## src/rtl/sef_pkg.sv

```systemverilog
package sef_pkg;

    // Deglitcher states
    typedef enum logic [1:0] {
        DG_HUNT   = 2'd0,
        DG_ARMED  = 2'd1,
        DG_LOCKED = 2'd2
    } dg_state_t;

    // Sequencer states
    typedef enum logic [3:0] {
        SQ_IDLE   = 4'd0,
        SQ_WRITE  = 4'd1,
        SQ_SETTLE = 4'd2,
        SQ_CLEAR  = 4'd3,
        SQ_ACCUM  = 4'd4,
        SQ_SAMPLE = 4'd5,
        SQ_JUDGE  = 4'd6,
        SQ_CENTRE = 4'd7,
        SQ_DONE   = 4'd8,
        SQ_FAIL   = 4'd9
    } sq_state_t;

    // Which search is running
    typedef enum logic {
        PH_RISE = 1'b0,
        PH_FALL = 1'b1
    } phase_t;

endpackage

```

## src/rtl/sef_wait_timer.sv

```systemverilog
module sef_wait_timer #(
    parameter int CNT_W = 8
) (
    input  logic             clk,
    input  logic             rst_n,
    input  logic             load,
    input  logic [CNT_W-1:0] load_val,
    output logic             expired
);

    logic [CNT_W-1:0] cnt_q;

    always_ff @(posedge clk) begin
        if (!rst_n) begin
            cnt_q <= '0;
        end else if (load) begin
            cnt_q <= load_val;
        end else if (cnt_q != '0) begin
            cnt_q <= cnt_q - 1'b1;
        end
    end

    assign expired = (cnt_q == '0) && !load;

endmodule

```

## src/rtl/sef_deglitch.sv

```systemverilog
module sef_deglitch
    import sef_pkg::*;
#(
    parameter int EDGE_W = 17,
    parameter int STEP   = 8,
    parameter int STABLE = 10
) (
    input  logic              clk,
    input  logic              rst_n,
    input  logic              clear,
    input  logic              target,
    input  logic              sample_vld,
    input  logic              sample,
    input  logic [EDGE_W-1:0] cur_ofs,
    output logic              found,
    output logic [EDGE_W-1:0] edge_pos
);

    localparam int RUN_W = $clog2(STABLE + 1);
    localparam logic [RUN_W-1:0]  RUN_MAX = RUN_W'(STABLE);
    localparam logic [EDGE_W-1:0] STEP_V  = EDGE_W'(STEP);

    dg_state_t         st_q, st_d;
    logic [RUN_W-1:0]  run_q, run_d, run_inc;
    logic [EDGE_W-1:0] edge_q, edge_d;
    logic              found_q, found_d;
    logic              hit;

    // State register
    always_ff @(posedge clk) begin
        if (!rst_n) begin
            st_q    <= DG_HUNT;
            run_q   <= '0;
            edge_q  <= '0;
            found_q <= 1'b0;
        end else begin
            st_q    <= st_d;
            run_q   <= run_d;
            edge_q  <= edge_d;
            found_q <= found_d;
        end
    end

    // Next-state and datapath
    always_comb begin
        st_d    = st_q;
        run_d   = run_q;
        edge_d  = edge_q;
        found_d = found_q;
        hit     = (sample == target);
        run_inc = run_q + 1'b1;
        if (clear) begin
            st_d    = DG_HUNT;
            run_d   = '0;
            edge_d  = '0;
            found_d = 1'b0;
        end else if (sample_vld && !found_q) begin
            unique case (st_q)
                DG_HUNT: begin
                    if (hit) begin
                        run_d = '0;
                    end else if (run_inc >= RUN_MAX) begin
                        st_d  = DG_ARMED;
                        run_d = '0;
                    end else begin
                        run_d = run_inc;
                    end
                end
                DG_ARMED: begin
                    if (hit) begin
                        st_d   = DG_LOCKED;
                        edge_d = cur_ofs;
                    end
                end
                DG_LOCKED: begin
                    if (!hit) begin
                        edge_d = edge_q + STEP_V;
                        run_d  = '0;
                    end else begin
                        run_d = run_inc;
                        if (run_inc >= RUN_MAX) begin
                            found_d = 1'b1;
                        end
                    end
                end
                default: st_d = DG_HUNT;
            endcase
        end
    end

    assign found    = found_q;
    assign edge_pos = edge_q;

    // run counter bounded by the stability threshold
    p_run_bound_r4: assert property (@(posedge clk) disable iff (!rst_n)
        run_q <= RUN_MAX);

    // arming capture records the advanced offset
    p_armed_capture_r5: assert property (@(posedge clk) disable iff (!rst_n)
        (st_q == DG_ARMED && sample_vld && sample == target && !clear && !found_q)
        |=> (st_q == DG_LOCKED && edge_q == $past(cur_ofs)));

    // disagreeing sample while locked slides the edge by one step
    p_edge_slide_r6: assert property (@(posedge clk) disable iff (!rst_n)
        (st_q == DG_LOCKED && sample_vld && sample != target && !clear && !found_q)
        |=> (edge_q == EDGE_W'($past(edge_q) + STEP_V) && run_q == '0));

endmodule

```

## src/rtl/sef_centre.sv

```systemverilog
module sef_centre #(
    parameter int PERIOD_W = 15,
    parameter int EDGE_W   = 17
) (
    input  logic [EDGE_W-1:0]   rise_pos,
    input  logic [EDGE_W-1:0]   fall_pos,
    output logic [PERIOD_W-1:0] centre
);

    localparam int SW = EDGE_W + 2;
    localparam logic signed [SW-1:0] PERIOD_S = SW'(64'd1 << PERIOD_W);

    logic signed [SW-1:0] rise_s, fall_s, span, width, adj, half, total;
    logic                 unused_hi;

    always_comb begin
        rise_s = $signed({2'b00, rise_pos});
        fall_s = $signed({2'b00, fall_pos});
        span   = fall_s - rise_s;
        width  = PERIOD_S - span;
        // truncate toward zero on halving
        adj    = width + $signed({{(SW-1){1'b0}}, width[SW-1]});
        half   = adj >>> 1;
        total  = fall_s + half;
    end

    assign centre    = total[PERIOD_W-1:0];
    assign unused_hi = ^total[SW-1:PERIOD_W];

endmodule

```

## src/rtl/skew_edge_finder.sv

```systemverilog
module skew_edge_finder
    import sef_pkg::*;
#(
    parameter int PERIOD_W   = 15,
    parameter int STEP       = 8,
    parameter int STABLE     = 10,
    parameter int SETTLE_CYC = 20000,
    parameter int ACCUM_CYC  = 5000
) (
    input  logic                clk,
    input  logic                rst_n,
    input  logic                start,
    input  logic                err_flag,
    output logic                err_clr,
    output logic                offset_wr,
    output logic [PERIOD_W-1:0] offset_o,
    output logic                busy,
    output logic                done,
    output logic                fail
);

    localparam int EDGE_W    = PERIOD_W + 2;
    localparam int MAX_STEPS = (1 << PERIOD_W) / STEP;
    localparam int STEPS_W   = $clog2(MAX_STEPS + 1);
    localparam int TMR_MAX   = (SETTLE_CYC > ACCUM_CYC) ? SETTLE_CYC : ACCUM_CYC;
    localparam int TMR_W     = $clog2(TMR_MAX + 1);
    localparam logic [STEPS_W-1:0] MAX_STEPS_V = STEPS_W'(MAX_STEPS);
    localparam logic [EDGE_W-1:0]  STEP_V      = EDGE_W'(STEP);
    localparam logic [TMR_W-1:0]   SETTLE_V    = TMR_W'(SETTLE_CYC);
    localparam logic [TMR_W-1:0]   ACCUM_V     = TMR_W'(ACCUM_CYC);

    sq_state_t           st_q, st_d;
    phase_t              phase_q;
    logic [EDGE_W-1:0]   acc_q;
    logic [STEPS_W-1:0]  steps_q;
    logic [EDGE_W-1:0]   rise_q;
    logic [PERIOD_W-1:0] ofs_q;
    logic                tmr_load, tmr_exp;
    logic [TMR_W-1:0]    tmr_val;
    logic                dg_clear, dg_vld, dg_found;
    logic [EDGE_W-1:0]   dg_edge;
    logic [PERIOD_W-1:0] centre_v;
    logic                idle_like, go;

    sef_wait_timer #(.CNT_W(TMR_W)) u_timer (
        .clk      (clk),
        .rst_n    (rst_n),
        .load     (tmr_load),
        .load_val (tmr_val),
        .expired  (tmr_exp)
    );

    sef_deglitch #(.EDGE_W(EDGE_W), .STEP(STEP), .STABLE(STABLE)) u_dg (
        .clk        (clk),
        .rst_n      (rst_n),
        .clear      (dg_clear),
        .target     (phase_q == PH_RISE),
        .sample_vld (dg_vld),
        .sample     (err_flag),
        .cur_ofs    (acc_q),
        .found      (dg_found),
        .edge_pos   (dg_edge)
    );

    sef_centre #(.PERIOD_W(PERIOD_W), .EDGE_W(EDGE_W)) u_centre (
        .rise_pos (rise_q),
        .fall_pos (dg_edge),
        .centre   (centre_v)
    );

    assign idle_like = (st_q == SQ_IDLE) || (st_q == SQ_DONE) || (st_q == SQ_FAIL);
    assign go        = idle_like && start;

    // State register
    always_ff @(posedge clk) begin
        if (!rst_n) begin
            st_q <= SQ_IDLE;
        end else begin
            st_q <= st_d;
        end
    end

    // Next state
    always_comb begin
        st_d = st_q;
        unique case (st_q)
            SQ_IDLE, SQ_DONE, SQ_FAIL: if (start) st_d = SQ_WRITE;
            SQ_WRITE:  st_d = SQ_SETTLE;
            SQ_SETTLE: if (tmr_exp) st_d = SQ_CLEAR;
            SQ_CLEAR:  st_d = SQ_ACCUM;
            SQ_ACCUM:  if (tmr_exp) st_d = SQ_SAMPLE;
            SQ_SAMPLE: st_d = SQ_JUDGE;
            SQ_JUDGE: begin
                if (dg_found) begin
                    st_d = (phase_q == PH_RISE) ? SQ_WRITE : SQ_CENTRE;
                end else if (steps_q >= MAX_STEPS_V) begin
                    st_d = SQ_FAIL;
                end else begin
                    st_d = SQ_WRITE;
                end
            end
            SQ_CENTRE: st_d = SQ_DONE;
            default:   st_d = SQ_IDLE;
        endcase
    end

    // Outputs and control strobes
    always_comb begin
        offset_wr = (st_q == SQ_WRITE) || (st_q == SQ_CENTRE);
        err_clr   = (st_q == SQ_CLEAR);
        dg_vld    = (st_q == SQ_SAMPLE);
        tmr_load  = (st_q == SQ_WRITE) || (st_q == SQ_CLEAR);
        tmr_val   = (st_q == SQ_CLEAR) ? ACCUM_V : SETTLE_V;
        dg_clear  = go || ((st_q == SQ_JUDGE) && dg_found && (phase_q == PH_RISE));
        busy      = !idle_like;
        done      = (st_q == SQ_DONE);
        fail      = (st_q == SQ_FAIL);
    end

    // Datapath
    always_ff @(posedge clk) begin
        if (!rst_n) begin
            phase_q <= PH_RISE;
            acc_q   <= '0;
            steps_q <= '0;
            rise_q  <= '0;
            ofs_q   <= '0;
        end else begin
            if (go) begin
                phase_q <= PH_RISE;
                acc_q   <= '0;
                steps_q <= '0;
            end
            if (st_q == SQ_WRITE) begin
                ofs_q   <= acc_q[PERIOD_W-1:0];
                acc_q   <= acc_q + STEP_V;
                steps_q <= steps_q + 1'b1;
            end
            if ((st_q == SQ_JUDGE) && dg_found && (phase_q == PH_RISE)) begin
                rise_q  <= dg_edge;
                phase_q <= PH_FALL;
                acc_q   <= acc_q - STEP_V;
                steps_q <= '0;
            end
            if (st_q == SQ_CENTRE) begin
                ofs_q <= centre_v;
            end
        end
    end

    assign offset_o = ofs_q;

    // offset holds unless a write strobe was given
    p_offset_hold_r11: assert property (@(posedge clk) disable iff (!rst_n)
        !offset_wr |=> $stable(offset_o));

    // terminal indications are exclusive
    p_done_fail_excl_r12: assert property (@(posedge clk) disable iff (!rst_n)
        !(done && fail));

    // the step budget is never exceeded
    p_step_budget_r9: assert property (@(posedge clk) disable iff (!rst_n)
        steps_q <= MAX_STEPS_V);

    // a clear pulse is never issued together with a write
    p_clr_not_write_r3: assert property (@(posedge clk) disable iff (!rst_n)
        $onehot0({err_clr, offset_wr}));

endmodule

```

## config.mk

```make
export PLATFORM = sky130hd
export DESIGN_NAME = skew_edge_finder
export DESIGN_NICKNAME = d
export VERILOG_FILES = /design/src/rtl/sef_pkg.sv /design/src/rtl/sef_wait_timer.sv /design/src/rtl/sef_deglitch.sv /design/src/rtl/sef_centre.sv /design/src/rtl/skew_edge_finder.sv
export SDC_FILE = /design/constraint.sdc
export NUM_CORES = 1
export LEC_CHECK = 0
export ABC_AREA = 1
export BUFFER_PORTS_ARGS = -buffer_cell sky130_fd_sc_hd__buf_4
export CAP_MARGIN = 0
export CORE_ASPECT_RATIO = 2
export CORE_MARGIN = 2
export CORE_UTILIZATION = 40
export CTS_BUF_LIST = sky130_fd_sc_hd__clkbuf_4 sky130_fd_sc_hd__clkbuf_8
export CTS_CLUSTER_DIAMETER = 60
export DETAILED_ROUTE_END_ITERATION = 10
export PLACE_DENSITY = 0.59
export SYNTH_ARGS = -nofsm -noshare
export SYNTH_HDL_FRONTEND = slang
export SYNTH_SLANG_ARGS = --single-unit
```

## constraint.sdc

```tcl
create_clock -name clk -period 12.32 [get_ports clk]
set_clock_uncertainty 0.05 [all_clocks]
set_input_delay 1.232 -clock clk [delete_from_list [all_inputs] [get_ports clk]]
set_output_delay 1.232 -clock clk [all_outputs]
set_load 0.01 [all_outputs]
```

Yosys cells after proc, flatten, opt, wreduce, memory -nomap -nowiden
Cells that the tools add are included.
Widths: inputs -> output; s select.
Word-level totals
  register bits after elaboration: 106
  logic and storage cells: 107
  ROM bits: 0
  latch bits: 0
  bits of input ports: 4
  bits in writable memories: 0
  memories kept: 0
  output and inout bits: 20
Cells by class
  equal/unequal tests: 19
  muxes and demuxes: 30
  magnitude comparators: 2
  shift operators: 0
  $mul: 0
  div/mod/pow operators: 0
  reduce and logical (&&, ||, !) cells: 32
  bitwise logic cells: 3
  $add $sub $neg: 10
Operators by type and width (number)
  $mux 17: 5
  $mux 15: 5
  $add 17x4->17 const B: 2
  $pmux 17 s2: 1
  $mux 4: 8
  $pmux 4 s8: 1
  $mux 13: 2
  $sub 17x18->19 const A: 1
  $sub 17x17->18: 1
  $sub 17x4->17 const B: 1
  $add 16x2->16: 1
  $eq 4x3->1 const B: 4
  $add 15x15->15: 1
  $logic_not 15->1: 1
  $reduce_bool 15->1: 1
  $sub 15x1->15 const B: 1
  $add 13x1->13 const B: 1
  $ge 13x13->1 const B: 1
  $reduce_bool 2->1: 6
  $ne 2x2->1 const B: 5
  $eq 4x2->1 const B: 2
  $eq 4x4->1 const B: 2
  $pmux 4 s2: 1
  $reduce_and 4->1: 2
  other kinds (23): 40

Longest topological paths before layout
  depth after elaboration: 7
  gate-level depth with buffers: 41
  gate-level depth less buffers: 41

By module
From an unflattened synthesis, not the netlist that was laid out.
Unflattened totals
  cell total of the unflattened synthesis: 1480
  area, all modules: 8874.8 µm²
By module, submodules not included
  skew_edge_finder: cells an instance 553, area an instance 3508.4 µm², instances 1, seq. area each 1281.2 µm²
  sef_centre: cells an instance 519, area an instance 2790.2 µm², instances 1, seq. area each 0.0 µm²
  sef_deglitch: cells an instance 242, area an instance 1536.5 µm², instances 1, seq. area each 480.5 µm²
  sef_wait_timer: cells an instance 166, area an instance 1039.7 µm², instances 1, seq. area each 300.3 µm²

Worst setup path before layout
No wires, ideal clock.
  kind: reg2reg
  start: reg u_dg.edge_q[1], in the netlist u_dg.edge_pos[1]
  end: reg ofs_q[14], in the netlist offset_o[14]
  setup time: 131 ps
  arrival time: 4431 ps
  period minus slack after synthesis: 4612 ps
  path buffers: 0
  data required time: 12139 ps
  path slack: 7708 ps
  cell stages (with the launch flop): 41
  cells stage by stage: dfxtp_1 -> inv_1 -> ha_1 -> inv_1 -> nand2_1 -> nand2_1 -> nand2_1 -> nand3_1 -> nand2_1 -> nor2_1 -> nand2_1 -> nor2_4 -> nand2_2 -> nor2_2 -> nand4_1 -> nand2_1 -> inv_2 -> o21ai_4 -> [... 5 more ...] -> nor2_1 -> nand2_1 -> xor2_1 -> ha_1 -> nand2_1 -> inv_1 -> nand4_1 -> o211ai_1 -> a21boi_0 -> o21ai_0 -> a21oi_1 -> nor2_1 -> nor2_1 -> inv_1 -> nand2_1 -> nand3_1 -> nand2_1 -> a21oi_2
On the way
  word-level cells in the longest chain between the ends: 5
RTL lines
  from (decl): RTL line sef_deglitch.sv:25  | logic [EDGE_W-1:0] edge_q, edge_d;
  from (signal assigned): RTL line sef_deglitch.sv:39  | edge_q <= edge_d;
  $sub 17x17->18: RTL line sef_centre.sv:19  | span = fall_s - rise_s;
  $sub 17x18->19: RTL line sef_centre.sv:20  | width = PERIOD_S - span;
  $add 16x2->16: RTL line sef_centre.sv:22  | adj = width + $signed({{(SW-1){1'b0}}, width[SW-1]});
  $add 15x15->15 *: RTL line sef_centre.sv:24  | total = fall_s + half;
  $mux 15 *: RTL line skew_edge_finder.sv:145  | if (st_q == SQ_CENTRE) begin
  to (signal assigned): RTL line skew_edge_finder.sv:135  | ofs_q <= acc_q[PERIOD_W-1:0];
  to (signal assigned): RTL line skew_edge_finder.sv:146  | ofs_q <= centre_v;
  to (decl): RTL line skew_edge_finder.sv:37  | logic [PERIOD_W-1:0] ofs_q;
Every way passes the cells marked *; elsewhere a longest branch is shown, timed or not.
A chain may end at the register's enable or synchronous reset.

Final worst setup path
Ends and elaborated chain as after synthesis.

==> results.md <==
- Crit-path max cell delay: 530 ps
- Congestion Overflow GR: 0
- PD cells: ~110 nW/um^2
- Total Neg Setup Slack: 0 ps
- Final Cycle Share: 0.4727
- Hold Fails Final Rpt: 0
- Num CTS Buffers: 9
- Tot Pwr: 0.0009067 W
- Status: finished clean
- Initial Util: 0.4044
- Global Route Usage Sum: 0.2428
- Root Driver: clkbuf_8
- Largest net degree at the start of global routing: 40
- CTS sink cnt: 99
- Wire per inst: 16.62 um
- FF+latch count, synth: between 90 and 100
- Max Cap Violations: 0
- Fmax: 171.7 MHz
- Worst Path Max Fanout: 7
- ANT nets after route: 0
- Share of power burned in registers: 0.418
- Startpoint types: register
- Cell with the most instances after synthesis: nand2_1
- Rel. slew slack: 0.2619
- Comb pwr share: 0.326
- Top post-synthesis cells by area: dfxtp_1 26%, nand2_1 12%, inv_1 9.6%
- Routability cong.: 0.9536
- Nets: 1259
- Initial DRT Pass Iterations: 5
- Layout area overhead: 7.894%
- Yosys top cell area share: 0.2627
- Top FF cell, synth: dfxtp_1
- Wirelength, routed: 23800 um
- Post-synth cell types: about 50
- DPL Wire Length: 19200 um
- Clock Tree Buf Depth: 2
- Fillers: 2063
- Area of the core: 18660 um^2
- Worst-Margin Slew: around 1100 ps
- Post-synth EDFFs: 0
- Worst setup EP type: register
- CTS tree: done
- Commonest cells in the netlist: 245 x nand2_1, 192 x inv_1, 115 x a21oi_1, 100 x nor2_1, 99 x dfxtp_1
- Vert. Die Dim: 198.2 um
- Ant. Diodes: 0
- Mean Syn Cell Area: 6.308 um^2
- H-tree Lvls: 3
- Max-slew violations: 0
- Num rows: 71
- Dominant cell type by area after synthesis: dfxtp_1
- Post-synthesis sequential area ratio: 0.2627
- Final Critical Period: 5824 ps
- Boundary Pins: 24
- CTS clk-pin slew, worst paths: 100 ps
- Antenna violations before repair: 0
- Psw: 0.0003502 W
- Clk pwr share: 0.256
- Die area: 20040 um^2
- Worst Path Arrival: 6050 ps
- Ys async rst share: 0
- Crit path top cell by count: nand2_1
- Mapped Area: between 7000 and 8000 um^2
- Initial DRC Count: 362
- CP required: between 10000 and 15000 ps
- Cts repair resizes: 0
- Clock Latency Late Sink: 390 ps
- # setup viols final: 0
- Share of cells above drive strength 1: 0.08409
- CP max-delay cell: dfxtp_1
- Post-CTS setup buffer count: 0
- Routed vias/inst: 5.355
- Sw frac: 0.3862
- P_leak: 3.883 nW
- IO Port Bufs: 23
- HP Class: register to register
- Hold buffers post-CTS: 0
- Post-synth net total: between 1000 and 1500
- VDD IR max: 0.05191 mV
- DRC violations left: 0
- RSZ-0062 raised after global routing: false
- Crit path kind: register to register
- Syn. warnings: 0
- Mapped Cells: 1196
- Pint: 0.0005565 W
- Vias in the first global route: 7446
- First-pass GRT wire length: 37490 um
- Die Wd: approximately 100 um
- Via count: 7669
## registers in the layout (all words and copies together), names as in the netlist
name	cells
steps_q	13
phase_q	1
acc_q	14
u_dg.run_q	4
u_timer.cnt_q	15
st_q	4
u_dg.st_q	2
rise_q	15
u_dg.found	1
offset_o	15
u_dg.edge_pos	15
## placed cells by master (no fill, tap or decap), types with 2 or more instances in the layout
master | netlist | final
nor3_1 | 40 | 40
fa_1 | 2 | 2
a22oi_1 | 3 | 3
a31oi_1 | 6 | 6
o211ai_1 | 5 | 5
nand3_1 | 68 | 68
a221oi_1 | 5 | 5
o21bai_1 | 2 | 2
nand4_1 | 18 | 18
or2_2 | 8 | 8
o31ai_1 | 6 | 6
and2_1 | 2 | 2
nand2_1 | 245 | 245
nor2_2 | 8 | 9
nand3_2 | 4 | 4
a21oi_1 | 115 | 115
nand2_4 | 2 | 2
buf_4 | 0 | 27
a211oi_1 | 9 | 9
o22ai_1 | 2 | 2
o221ai_1 | 2 | 2
nor2_1 | 100 | 99
nor2_4 | 3 | 3
a311oi_1 | 4 | 4
nand2_2 | 18 | 18
ha_1 | 44 | 44
clkinv_1 | 3 | 3
o21ai_0 | 91 | 91
a21boi_0 | 2 | 2
inv_2 | 11 | 11
nor4_1 | 7 | 7
xnor2_1 | 9 | 9
inv_1 | 192 | 192
xor2_1 | 24 | 24
clkbuf_8 | 0 | 12
dfxtp_1 | 99 | 99
## layer usage
layer	vias up	GRT usage	wire, um
met4	0	0.1622	1640
met2	146	0.4898	13560
li1	3935	-	-
met3	85	0.02224	441
met5	-	0	0
met1	3503	0.2147	8151
## logic make-up (layout without fill, tap and decap cells)
group	count (synthesis)	in the layout	share of synthesized area
compound gates	259	259	0.1917
flops	99	99	0.2627
buf+inv	232	249	0.1159
fa+ha+maj	46	46	0.07828
simple gates	527	527	0.3131
xor+xnor	33	33	0.03831
## worst paths after layout
check,startpoint,endpoint,slack [ps],cells after the start
setup / recovery,u_dg.edge_pos[1]$_SDFFE_PP0P_,offset_o[14]$_SDFFE_PN0P_,6500,40
hold / removal,rise_q[13]$_SDFFE_PN0P_,rise_q[13]$_SDFFE_PN0P_,420,2
setup reg to reg,u_dg.edge_pos[1]$_SDFFE_PP0P_,offset_o[14]$_SDFFE_PN0P_,6500,40
hold reg to reg,rise_q[13]$_SDFFE_PN0P_,rise_q[13]$_SDFFE_PN0P_,420,2
## per-stage QoR
stage | area, um^2 | instances | hold slack (ps) | worst slack [ps] | util
2_1_floorplan | 7545 | 1196 | 378.0 | 7708 | -
3_3_place_gp | 7929 | 1417 | 395.5 | 6622 | 0.4250
3_5_place_dp | 7929 | 1417 | 406.9 | 6588 | 0.4250
4_1_cts | 8140 | 1432 | 421.1 | 6581 | 0.4364
5_1_grt | 8140 | 1432 | 441.1 | 5950 | 0.4364
6_report | 8140 | 1432 | 417.6 | 6496 | 0.4364
## area by class of cell
type	count	area, um^2	share of cell area
Multi-Input combinational cell	865	4691	0.5762
Clock inverter	3	46.29	0.005687
Sequential cell	99	1982	0.2435
Timing Repair Buffer	27	202.7	0.02490
Inverter	207	779.5	0.09576
Clock buffer	12	165.2	0.02029
Tap cell	219	274.0	0.03366
## power groups by stage
stage	clock network [W]	logic, W	registers (W)
3_5_place_dp	0	0.000298	0.000386
4_1_cts	0.000234	0.000300	0.000379
5_1_grt	0.000245	0.000335	0.000384
3_3_place_gp	0	0.000295	0.000386
6_report	0.000232	0.000296	0.000379
2_1_floorplan	0	0.000214	0.000380
## critical path, delay by kind of cell, from the launching register on
family / cells / cell delay [ps]
flops: 1 / 530
fa+ha+maj: 3 / 790
buf+inv: 6 / 510
compound gates: 6 / 1180
xor+xnor: 1 / 190
simple gates: 24 / 2430
Power figures use the tool's default switching activity.
